**config.mk**
```make
export PLATFORM = sky130hd
export DESIGN_NAME = ccr_unit
export DESIGN_NICKNAME = d
export VERILOG_FILES = /design/src/rtl/ccr_unit.sv
export SDC_FILE = /design/constraint.sdc
export NUM_CORES = 1
export LEC_CHECK = 0
export BUFFER_PORTS_ARGS = -buffer_cell sky130_fd_sc_hd__buf_2
export CORE_AREA = 5 5 47 49
export CTS_BUF_LIST = sky130_fd_sc_hd__clkbuf_8
export CTS_CLUSTER_SIZE = 10
export DETAILED_ROUTE_END_ITERATION = 8
export DIE_AREA = 0 0 52 54
export HOLD_SLACK_MARGIN = 0.08
export PLACE_DENSITY = 0.71
export SYNTH_ARGS = -nofsm -noshare
export SYNTH_HDL_FRONTEND = slang
export SYNTH_SLANG_ARGS = --single-unit
```
**constraint.sdc**
```tcl
create_clock -name clk -period 1.2 [get_ports clk]
set_input_delay 0.12 -clock clk [delete_from_list [all_inputs] [get_ports clk]]
set_output_delay 0.12 -clock clk [all_outputs]
set_load 0.005 [all_outputs]
```
**src/rtl/ccr_unit.sv**
```systemverilog
module ccr_unit #(
  parameter logic [7:0] RST_VAL = 8'hD0
) (
  input  logic        clk,
  input  logic        rst_n,
  input  logic [3:0]  op_cls,
  input  logic        a_msb,
  input  logic        b_msb,
  input  logic [15:0] res,
  input  logic        alu_c,
  input  logic        alu_h,
  output logic [7:0]  ccr,
  output logic        flag_c,
  output logic        flag_v,
  output logic        flag_z,
  output logic        flag_n,
  output logic        flag_h,
  output logic        irq_mask,
  output logic        xirq_mask,
  output logic        stop_dis
);
  localparam logic [3:0] CLS_ADD = 4'd1, CLS_SUB = 4'd2, CLS_MOVE = 4'd3,
                         CLS_SHIFT = 4'd4, CLS_MULDIV = 4'd5, CLS_IDX = 4'd6,
                         CLS_WRITE = 4'd7;
  localparam int BC = 0, BV = 1, BZ = 2, BN = 3, BI = 4, BH = 5, BX = 6, BS = 7;

  logic [7:0] nxt;
  logic z8, z16, r7, v_add, v_sub;

  assign r7    = res[7];
  assign z8    = (res[7:0] == 8'h00);
  assign z16   = (res == 16'h0000);
  assign v_add = (a_msb == b_msb) && (r7 != a_msb);
  assign v_sub = (a_msb != b_msb) && (r7 != a_msb);

  always_comb begin
    nxt = ccr;
    case (op_cls)
      CLS_ADD: begin
        nxt[BC] = alu_c; nxt[BH] = alu_h; nxt[BV] = v_add;
        nxt[BN] = r7;    nxt[BZ] = z8;
      end
      CLS_SUB: begin
        nxt[BC] = alu_c; nxt[BV] = v_sub; nxt[BN] = r7; nxt[BZ] = z8;
      end
      CLS_MOVE: begin
        nxt[BV] = 1'b0; nxt[BN] = r7; nxt[BZ] = z8;
      end
      CLS_SHIFT: begin
        nxt[BC] = alu_c; nxt[BN] = r7; nxt[BZ] = z8; nxt[BV] = r7 ^ alu_c;
      end
      CLS_MULDIV: begin
        nxt[BC] = alu_c; nxt[BZ] = z16;
      end
      CLS_IDX:   nxt[BZ] = z16;
      CLS_WRITE: nxt = {res[7], res[6] & ccr[BX], res[5:0]};
      default:   nxt = ccr;
    endcase
  end

  always_ff @(posedge clk) begin
    if (!rst_n) ccr <= RST_VAL;
    else        ccr <= nxt;
  end

  assign flag_c    = ccr[BC];
  assign flag_v    = ccr[BV];
  assign flag_z    = ccr[BZ];
  assign flag_n    = ccr[BN];
  assign flag_h    = ccr[BH];
  assign irq_mask  = ccr[BI];
  assign xirq_mask = ccr[BX];
  assign stop_dis  = ccr[BS];

  AST_MASK_HOLD: assert property (@(posedge clk) disable iff (!rst_n)
    (op_cls != CLS_WRITE) |=> $stable({stop_dis, xirq_mask, irq_mask}));
  AST_XIRQ_NOSET: assert property (@(posedge clk) disable iff (!rst_n)
    !xirq_mask |=> !xirq_mask);
  AST_IDX_ONLY_Z: assert property (@(posedge clk) disable iff (!rst_n)
    (op_cls == CLS_IDX) |=> ({ccr[7:3], ccr[1:0]} == $past({ccr[7:3], ccr[1:0]})));
  AST_HOLD_ALL: assert property (@(posedge clk) disable iff (!rst_n)
    (op_cls == 4'd0 || op_cls > CLS_WRITE) |=> $stable(ccr));
  AST_MOVE_VCLR: assert property (@(posedge clk) disable iff (!rst_n)
    (op_cls == CLS_MOVE) |=> (!flag_v && $stable(flag_c)));
  AST_SUB_HHOLD: assert property (@(posedge clk) disable iff (!rst_n)
    (op_cls == CLS_SUB) |=> $stable(flag_h));
  AST_ADD_C: assert property (@(posedge clk) disable iff (!rst_n)
    (op_cls == CLS_ADD) |=> (flag_c == $past(alu_c) && flag_h == $past(alu_h)));
  AST_MUL_NVH: assert property (@(posedge clk) disable iff (!rst_n)
    (op_cls == CLS_MULDIV) |=> $stable({flag_n, flag_v, flag_h}));
  AST_SHIFT_V: assert property (@(posedge clk) disable iff (!rst_n)
    (op_cls == CLS_SHIFT) |=> (flag_v == (flag_n ^ flag_c)));
endmodule

```
==> metrics.txt <==
post_cts resized 0; Gate Count Post-Synth 69; vias in the first global route 615; largest net degree at the start of global routing 9; DR vias/cell 4.79; final-report hold violation count 0; Biggest register ccr; share of the synthesized area in the top cell type 0.269; Seq/Total Area, Yosys 0.269; syn_area_per_cell 8.63 um2; Die W 52 um; most frequent cell after synthesis buf_4; main area contributors after synthesis dfxtp_1 (27%), buf_4 (13%), mux2i_1 (12%); clock slew at reported path FFs 0.04 ns; filler cell count 192; Worst VDD drop 0.585 mV; #FFs+latches synth 8; H-tree depth 1; post-synthesis mux area share 0.118; Post-CTS Hold Buffers 0; core box area 0.00182 mm2; Clock Skew 0 ns; total grt overflow 0; fin crit period 1.07 ns; Synth Area in XOR/XNOR 0.0441; Worst Hold Class primary input to flip-flop; number of flip-flops in the largest register 8; post-route ant nets 0; yosys warns 0; largest family of logic cells by synthesized area simple AND/OR/NAND/NOR gates; setup ws final 0.126 ns; first-pass GRT wire length 2.62 mm; WL per Instance 12.3 um; Crit Path Class primary input to flip-flop; Synth Area in Adders 0.0168; setup violators final 0; Leak Pwr 0.439 nW; Setup TNS 0 ns; io pins 42; r2r startpoint ccr[3]; ant diodes 0; number of enable flip-flop cells after synthesis 0; Rows 16; # DRC 0; Reg2Reg Setup Slack 0.45 ns; Die ar. 0.00281 mm2; GRT Util Overall 0.127; post-synthesis compound-gate area fraction 0.139; post-synthesis simple-gate area fraction 0.267; PD cells 904 mW/mm2; status finished clean; Bufs on Longest Clock Path 2; share of cells above drive strength 1 0.513; initial core utilization 0.327; MaxCap Viol Count 0; DRT Wirelength 1.74 mm; Largest regs ccr: 8 flops; Cell Area, Synth 596 um2; router iterations before antenna repair 3; max-slew violation count 0; DRT iter0 DRCs 4; initial antenna violation count 0; Final Cycle Share 0.895; clk root buf clkbuf_8; Req. time, crit path 1.34 ns; Detail Placement HPWL 1.41 mm; CTS buffer count 3; Post CTS Setup Buffer Count 0; Layout area overhead 50.0%; total clock sinks 8; # nets final 143; top cells by count, synth buf_4 (10), dfxtp_1 (8), mux2i_1 (7), nand2_1 (5); RSZ-0062 raised after global routing no; TritonCTS clock tree done; Die Y-Extent 54 um; Place WS -0.117 ns; Placer Congestion 0.776; Peak Freq 0.931 GHz; Setup crit end ccr[2]; Worst Path Max Fanout 2; biggest area consumer among synthesized cells dfxtp_1; CP Data Arrival Time 1.21 ns; hold_ws 0.0995 ns; cell count of the worst reg-to-reg path 2; Post-synth top flop dfxtp_1; port bufs 41; Worst slew margin 0.754; count of different cell masters after synthesis 25; vias 680; Setup crit end kind flip-flop; CP Launch Point res[3]; worst-margin pin slew 0.364 ns; ys async rst share 0; Synthesized Nets 95; Reg2Reg Capture Point ccr[3]; insertion delay to the later sink of the worst-skew pair 0.23 ns; Critical Path Start Type primary input
## cells by family after synthesis
| family | after synthesis |
|---|---|
| AND/OR/NAND/NOR | 26 |
| buffers and inverters | 13 |
| AO/OA/AOI/OAI | 11 |
| flip-flops | 8 |
| multiplexers | 7 |
| XOR/XNOR | 3 |
| adder cells (fa/ha/maj) | 1 |
## worst min-delay path by stage
stage | startpoint | end | slack, ns | cells after the start
after global routing | rst_n | ccr[6] | 0.11 | 2
after CTS | rst_n | ccr[6] | 0.1 | 2
after floorplan | rst_n | ccr[4] | 0.18 | 1
after detailed placement | rst_n | ccr[6] | 0.33 | 2
after global placement | rst_n | ccr[6] | 0.33 | 2
final | rst_n | ccr[7] | 0.1 | 2
## report_power, final
part / total (W) / switching, W / internal (W)
Combinational: 0.000203 / 0.0000926 / 0.000110
Sequential: 0.000289 / 0.00000828 / 0.000281
Clock: 0.000316 / 0.0000992 / 0.000217
## worst max-delay path: stages
cell and delay [ns]:
buf_2 0.10, or4_1 0.51, o21ai_1 0.16, mux2i_1 0.09, a311oi_1 0.23
## layer usage
layer	part of all wire	global-route usage	up-vias
met1	0.41	0.137	313
met5	0	0	-
li1	-	-	344
met4	0	0.0349	0
met3	0.080	0.0554	0
met2	0.51	0.224	23
## cells in the final DEF (no fill, tap or decap), drive strengths merged
cell / Yosys / routed
a211oi: 4 / 4
a221oi: 1 / 1
a311oi: 1 / 1
a31oi: 1 / 1
and3b: 2 / 2
buf: 11 / 54
clkbuf: 0 / 3
dfxtp: 8 / 8
inv: 2 / 2
maj3: 1 / 1
mux2i: 7 / 7
nand2: 5 / 5
nand3: 2 / 2
nand4: 1 / 1
nor2: 4 / 4
nor2b: 2 / 2
nor3: 1 / 1
nor4: 3 / 3
nor4b: 4 / 4
o21ai: 3 / 3
o31ai: 1 / 1
or4: 2 / 2
xnor2: 3 / 3
## area by class of cell
type                            count  area [um2]  area share
Timing Repair Buffer               54         303       0.339
Inverter                            2        7.51     0.00840
Sequential cell                     8         160       0.179
Clock buffer                        3        41.3      0.0462
Multi-Input combinational cell     48         348       0.389
Tap cell                           27        33.8      0.0378
## through the flow
stage                      util  cells  instance area, um2  total power (W)
after floorplan               -     69                 596         0.000397
after global placement    0.468    139                 852         0.000490
after detailed placement  0.468    139                 852         0.000495
after CTS                 0.490    142                 893         0.000816
after global routing      0.490    142                 893         0.000859
final                     0.490    142                 893         0.000808
(Power assumes the default switching activity.)
